## src/rtl/bsm_pkg.sv

```systemverilog
package bsm_pkg;
  localparam int STATE_W = 3;
  localparam int CODE_W  = 2;

  typedef enum logic [STATE_W-1:0] {
    ST_IDLE  = 3'd0,
    ST_REQ   = 3'd1,
    ST_ADDR  = 3'd2,
    ST_READ  = 3'd3,
    ST_WRITE = 3'd4,
    ST_ERR   = 3'd5
  } seq_state_e;

  typedef enum logic [CODE_W-1:0] {
    RSP_OK    = 2'b00,
    RSP_ERROR = 2'b01,
    RSP_RETRY = 2'b10,
    RSP_SPLIT = 2'b11
  } resp_e;

  typedef enum logic [CODE_W-1:0] {
    TR_IDLE   = 2'b00,
    TR_BUSY   = 2'b01,
    TR_NONSEQ = 2'b10,
    TR_SEQ    = 2'b11
  } trans_e;

  typedef enum logic [CODE_W-1:0] {
    AP_IDLE  = 2'b00,
    AP_ADDR  = 2'b01,
    AP_READ  = 2'b10,
    AP_WRITE = 2'b11
  } arb_phase_e;
endpackage

```

## src/rtl/bsm_rst_sync.sv

```systemverilog
module bsm_rst_sync #(
  parameter int STAGES = 2
) (
  input  logic clk,
  input  logic rst_n,
  output logic rst_sync_n
);
  logic [STAGES-1:0] chain_q;

  generate
    if (STAGES == 1) begin : g_single
      always_ff @(posedge clk or negedge rst_n) begin
        if (!rst_n) chain_q <= 1'b0;
        else        chain_q <= 1'b1;
      end
    end else begin : g_chain
      always_ff @(posedge clk or negedge rst_n) begin
        if (!rst_n) chain_q <= '0;
        else        chain_q <= {chain_q[STAGES-2:0], 1'b1};
      end
    end
  endgenerate

  assign rst_sync_n = chain_q[STAGES-1];
endmodule

```

## src/rtl/bsm_next.sv

```systemverilog
module bsm_next
  import bsm_pkg::*;
(
  input  seq_state_e cur_state,
  input  seq_state_e prev_state,
  input  logic       start,
  input  logic       grant,
  input  logic       ready,
  input  resp_e      resp,
  input  logic       rdata,
  input  logic       mask,
  output seq_state_e nxt_state
);
  logic ok_grant;
  assign ok_grant = grant && (resp == RSP_OK);

  // Ordered by priority; the first matching rule wins.
  always_comb begin
    if (cur_state == ST_ERR)                    nxt_state = ST_ERR;
    else if (resp == RSP_ERROR)                 nxt_state = ST_ERR;
    else if (mask && grant)                     nxt_state = ST_ERR;
    else if (grant && (resp == RSP_SPLIT))      nxt_state = cur_state;
    else if (!ready)                            nxt_state = cur_state;
    else if (mask)                              nxt_state = cur_state;
    else if (grant && (resp == RSP_RETRY))      nxt_state = prev_state;
    else if (cur_state == ST_IDLE)              nxt_state = start ? ST_REQ : ST_IDLE;
    else if (cur_state == ST_REQ && ok_grant)   nxt_state = ST_ADDR;
    else if (cur_state == ST_REQ && !grant)     nxt_state = ST_REQ;
    else if (cur_state == ST_ADDR && ok_grant)  nxt_state = ST_READ;
    else if (cur_state == ST_READ && ok_grant && rdata)
                                                nxt_state = ST_WRITE;
    else if (cur_state == ST_WRITE && ok_grant) nxt_state = ST_IDLE;
    else                                        nxt_state = ST_ERR;
  end
endmodule

```

## src/rtl/bsm_outdec.sv

```systemverilog
module bsm_outdec
  import bsm_pkg::*;
(
  input  seq_state_e        state,
  output logic              busreq,
  output logic [CODE_W-1:0] htrans,
  output logic              addr_vld,
  output logic              wdata,
  output logic [CODE_W-1:0] arb_phase
);
  trans_e     trans_c;
  arb_phase_e phase_c;

  always_comb begin
    busreq   = 1'b0;
    addr_vld = 1'b0;
    wdata    = 1'b0;
    trans_c  = TR_IDLE;
    phase_c  = AP_IDLE;
    unique case (state)
      ST_REQ:   busreq = 1'b1;
      ST_ADDR:  begin addr_vld = 1'b1; trans_c = TR_NONSEQ; phase_c = AP_ADDR;  end
      ST_READ:  begin                  trans_c = TR_NONSEQ; phase_c = AP_READ;  end
      ST_WRITE: begin wdata    = 1'b1; trans_c = TR_NONSEQ; phase_c = AP_WRITE; end
      default:  ;
    endcase
  end

  assign htrans    = trans_c;
  assign arb_phase = phase_c;
endmodule

```

## src/rtl/bus_seq_master.sv

```systemverilog
module bus_seq_master
  import bsm_pkg::*;
#(
  parameter int RST_STAGES = 2
) (
  input  logic              clk,
  input  logic              rst_n,
  input  logic              start_i,
  input  logic              grant_i,
  input  logic              ready_i,
  input  logic [CODE_W-1:0] resp_i,
  input  logic              rdata_i,
  input  logic              mask_i,
  output logic              busreq_o,
  output logic [CODE_W-1:0] htrans_o,
  output logic              addr_vld_o,
  output logic              wdata_o,
  output logic [CODE_W-1:0] arb_phase_o
);
  logic       rst_sync_n;
  seq_state_e state_q, prev_q, state_d;

  bsm_rst_sync #(.STAGES(RST_STAGES)) u_rst (
    .clk        (clk),
    .rst_n      (rst_n),
    .rst_sync_n (rst_sync_n)
  );

  bsm_next u_next (
    .cur_state  (state_q),
    .prev_state (prev_q),
    .start      (start_i),
    .grant      (grant_i),
    .ready      (ready_i),
    .resp       (resp_e'(resp_i)),
    .rdata      (rdata_i),
    .mask       (mask_i),
    .nxt_state  (state_d)
  );

  always_ff @(posedge clk or negedge rst_sync_n) begin
    if (!rst_sync_n) begin
      state_q <= ST_IDLE;
      prev_q  <= ST_IDLE;
    end else begin
      state_q <= state_d;
      prev_q  <= state_q;
    end
  end

  bsm_outdec u_out (
    .state     (state_q),
    .busreq    (busreq_o),
    .htrans    (htrans_o),
    .addr_vld  (addr_vld_o),
    .wdata     (wdata_o),
    .arb_phase (arb_phase_o)
  );
endmodule

```

## config.mk

```make
export PLATFORM = sky130hd
export DESIGN_NAME = bus_seq_master
export DESIGN_NICKNAME = d
export VERILOG_FILES = /design/src/rtl/bsm_pkg.sv /design/src/rtl/bsm_rst_sync.sv /design/src/rtl/bsm_next.sv /design/src/rtl/bsm_outdec.sv /design/src/rtl/bus_seq_master.sv
export SDC_FILE = /design/constraint.sdc
export NUM_CORES = 1
export LEC_CHECK = 0
export BUFFER_PORTS_ARGS = -buffer_cell sky130_fd_sc_hd__buf_2
export CAP_MARGIN = 20
export CORE_MARGIN = 1
export CORE_UTILIZATION = 35
export CTS_CLUSTER_SIZE = 20
export DETAILED_ROUTE_END_ITERATION = 12
export GPL_TIMING_DRIVEN = 0
export RECOVER_POWER = 50
export SLEW_MARGIN = 20
export SYNTH_ARGS = -nofsm -noshare
export SYNTH_HDL_FRONTEND = slang
export SYNTH_HIERARCHICAL = 1
export SYNTH_SLANG_ARGS = --single-unit
```

## constraint.sdc

```tcl
create_clock -name clk -period 1 [get_ports clk]
set_clock_uncertainty 0.05 [all_clocks]
set_input_delay 0.2 -clock clk [delete_from_list [all_inputs] [get_ports clk]]
set_output_delay 0.2 -clock clk [all_outputs]
set_load 0.1 [all_outputs]
```

==> summary.txt <==
STATUS
-------------------------------------------------------------------------------------
Run status ............................................................. complete, but fails checks
Failing checks ......................................................... negative setup slack

LAYOUT
-------------------------------------------------------------------------------------
Count of placed standard cells in the final layout, fillers left out ...           91
Antenna cells ..........................................................            0
Leading cell types in the layout, fill and taps excluded ............... buf_2, buf_12, dfrtp_1
Most frequent standard cell in the layout excluding fill and tap cells .        buf_2
Area overhead of the layout relative to synthesis ......................        56.7%
Layout Cell Area excl Fill .............................................    851 sq um
Proportion of layout cells with a drive suffix above 1 .................        56.6%
Number of nets in the final layout .....................................           87

CRITICAL PATH
-------------------------------------------------------------------------------------
Reg2Reg Launch Point ...................................................   state_q[0]
RR Endpoint ............................................................   state_q[0]
Arrival time of data at the critical path endpoint .....................      1.31 ns
Startpoint type of the worst setup path ................................         flop
Required time at the endpoint of the critical path .....................      0.75 ns
Slack of the worst reg-to-reg path .....................................     -0.53 ns
Start-to-end type of the worst setup path ..............................   reg -> out
R2r worst-path depth ...................................................            6
Worst-path maximum fanout ..............................................            6
Category of the worst setup path capture point .........................  output port

TIMING
-------------------------------------------------------------------------------------
Period utilisation layout ..............................................         156%
Maximum frequency from static timing analysis ..........................    0.641 GHz
Sum of negative setup slack ............................................     -4.44 ns
Final-report setup violation count .....................................            9
Number of endpoints with negative hold slack in the final report .......            0
Worst hold slack after final layout ....................................    0.0423 ns
Setup repair after global routing missed its margin ....................         true
Final Max Slew Viols ...................................................            0
Final setup margin .....................................................    -0.560 ns
Time the final worst path needs with I/O delays and setup ..............      1.56 ns

DETAILED ROUTING
-------------------------------------------------------------------------------------
DRC viols ..............................................................            0
Post-DRT Antenna Nets ..................................................            0
DR iter-0 viols ........................................................            1
Detailed-routing iteration count for the pre-antenna-repair pass .......            2
Routed wire per std cell ...............................................      13.2 um
Average via count per standard cell ....................................         5.10
Total wire length after detailed routing ...............................      1.20 mm
Total number of vias ...................................................          464

GRT
-------------------------------------------------------------------------------------
Gr ovfl total ..........................................................            0
Pin count of the biggest net entering global routing ...................           11
Global-route wire length before repair .................................      1.91 mm
Vias in the first global route .........................................          457
Tot GR Track Use .......................................................        17.8%
Initial antenna violation count ........................................            0

CLOCKING
-------------------------------------------------------------------------------------
H-tree depth reported by CTS ...........................................            1
Clock buffer count from CTS ............................................            3
Number of sinks driven by the clock tree ...............................            8
Clock transition at the registers of the reported paths ................      0.06 ns
CTS Root Buffer Type ...................................................     clkbuf_4
Clock insertion delay at the later pin of the skew report ..............      0.26 ns
Maximum root-to-sink buffer count ......................................            2
CTS tree ...............................................................        built

LOGIC SYNTHESIS
-------------------------------------------------------------------------------------
Area share of the leading cell type in the synthesized netlist .........        36.9%
Post-synth cell types ..................................................           34
Library cell occupying the most area in the post-synthesis netlist .....      dfrtp_1
Number of warnings reported in the yosys synthesis log .................            6
Synth Net Count ........................................................           64
Synthesized area .......................................................    543 sq um
Seq cells post-synth ...................................................            8
Top area cells in the synthesized netlist .............................. dfrtp_1, buf_6, xnor2_1, o311ai_2, a21oi_1
Proportion of synthesized chip area in sequential cells ................        36.9%
Number of instances in the synthesized netlist .........................           55
Post-Syn Area per Cell .................................................   9.87 sq um

PLACE
-------------------------------------------------------------------------------------
Final HPWL DP ..........................................................       861 um
Number of port buffers .................................................           14
Placed Cells ...........................................................           84
Placed cell area .......................................................    664 sq um
GPL Wtd Cong ...........................................................        0.720

DIE
-------------------------------------------------------------------------------------
Area of the die ........................................................ 0.00171 sq mm
CORE AREA .............................................................. 0.00137 sq mm
Core Rows ..............................................................           13
Starting density of the core ...........................................        39.7%
Die boundary width .....................................................      41.4 um
Count of pins on the block boundary ....................................           16
Overall die height .....................................................      41.4 um

POWER AND IR DROP
-------------------------------------------------------------------------------------
Static leakage .........................................................     0.357 nW
Worst VDD drop .........................................................       491 uV
Total Power ............................................................       661 uW
Areal power density over the cells .....................................  777 mW/mm^2

WORST HOLD PATH
-------------------------------------------------------------------------------------
Worst min path class ................................................... reg -> async

RUN
-------------------------------------------------------------------------------------
Number of maximum-capacitance violations ...............................            0

==> kinds of logic (layout without fill, tap and decap cells) <==
| logic type | Yosys count | in the layout | share of synthesized area, % |
|---|---|---|---|
| mux | 1 | 1 | 1.84 |
| compound gates | 16 | 16 | 22.6 |
| flops | 8 | 8 | 36.9 |
| other cells | 2 | 2 | 1.38 |
| simple gates | 21 | 21 | 25.8 |
| buf+inv | 5 | 26 | 8.29 |
| xor+xnor | 2 | 2 | 3.23 |
==> sequential cells by signal, summed over array words and instances (netlist names) <==
signal,count
state_q,3
u_rst/chain_q,2
prev_q,3
==> per-layer routing <==
layer | wire, um | global-route usage [%] | vias to the layer above
li1 | - | - | 235
met1 | 540 | 19.8 | 216
met2 | 617 | 34.0 | 11
met3 | 32 | 3.19 | 2
met4 | 8 | 4.84 | 0
met5 | 0 | 0 | -
==> cells in the mapped netlist (all sizes together) <==
cell type / n
nor2: 3
nor2b: 2
nand3b: 2
or2: 1
nand3: 1
a21oi: 3
and2b: 2
o31ai: 1
mux2i: 1
buf: 4
o211ai: 1
inv: 1
nand2b: 1
o21ai: 2
conb: 2
and3b: 1
nor4b: 1
a22oi: 1
a21boi: 3
dfrtp: 8
and3: 1
or3: 1
a211oi: 1
a21o: 2
nand2: 3
xnor2: 2
nor3b: 2
o311ai: 2
==> power breakdown <==
group | switching, mW | leakage, nW | internal, mW
registers | 0.00516 | 0.0839 | 0.328
logic | 0.0464 | 0.260 | 0.0289
clock network | 0.115 | 0.0138 | 0.138
total | 0.166 | 0.357 | 0.494
==> critical path: stages (launching register included) <==
cell	delay [ns]
dfrtp_2	0.47
nor3b_4	0.19
or2_4	0.24
buf_12	0.17
==> final cells by class <==
| class | instances | area [sq um] |
|---|---|---|
| flip-flops and latches | 8 | 204 |
| clock buffers | 3 | 22.5 |
| fillers | 125 | 515 |
| inverters | 1 | 3.75 |
| repair buffers | 18 | 196 |
| multi-input cells | 42 | 360 |
| plain buffers | 4 | 45.0 |
| well taps | 15 | 18.8 |
==> stage by stage <==
stage | util, % | setup WS (ns)
final | 62.3 | -0.560
after global placement | 48.6 | -0.534
after CTS | 61.4 | -0.585
after global routing | 62.3 | -0.637
after floorplan | - | -1.07
after detailed placement | 48.6 | -0.561
==> how the worst max path moves through the flow <==
stage / start / end / cells after the start
CTS: state_q[2] / htrans_o[1] / 3
global placement: state_q[2] / htrans_o[1] / 3
floorplan: state_q[2] / htrans_o[1] / 2
finish: state_q[2] / htrans_o[1] / 3
detailed placement: state_q[2] / htrans_o[1] / 3
global route: state_q[2] / htrans_o[1] / 3
==> repair_timing <==
item                                    CTS  global route
setup buffers                             3             0
pin swaps                                 2             0
endpoints found under the hold margin     2             0
resized for setup                        28             3
hold buffers                              1             0
endpoints found under the setup margin    9             9
cloned                                    0             0
No activity file was read; power rests on OpenSTA's default activity.
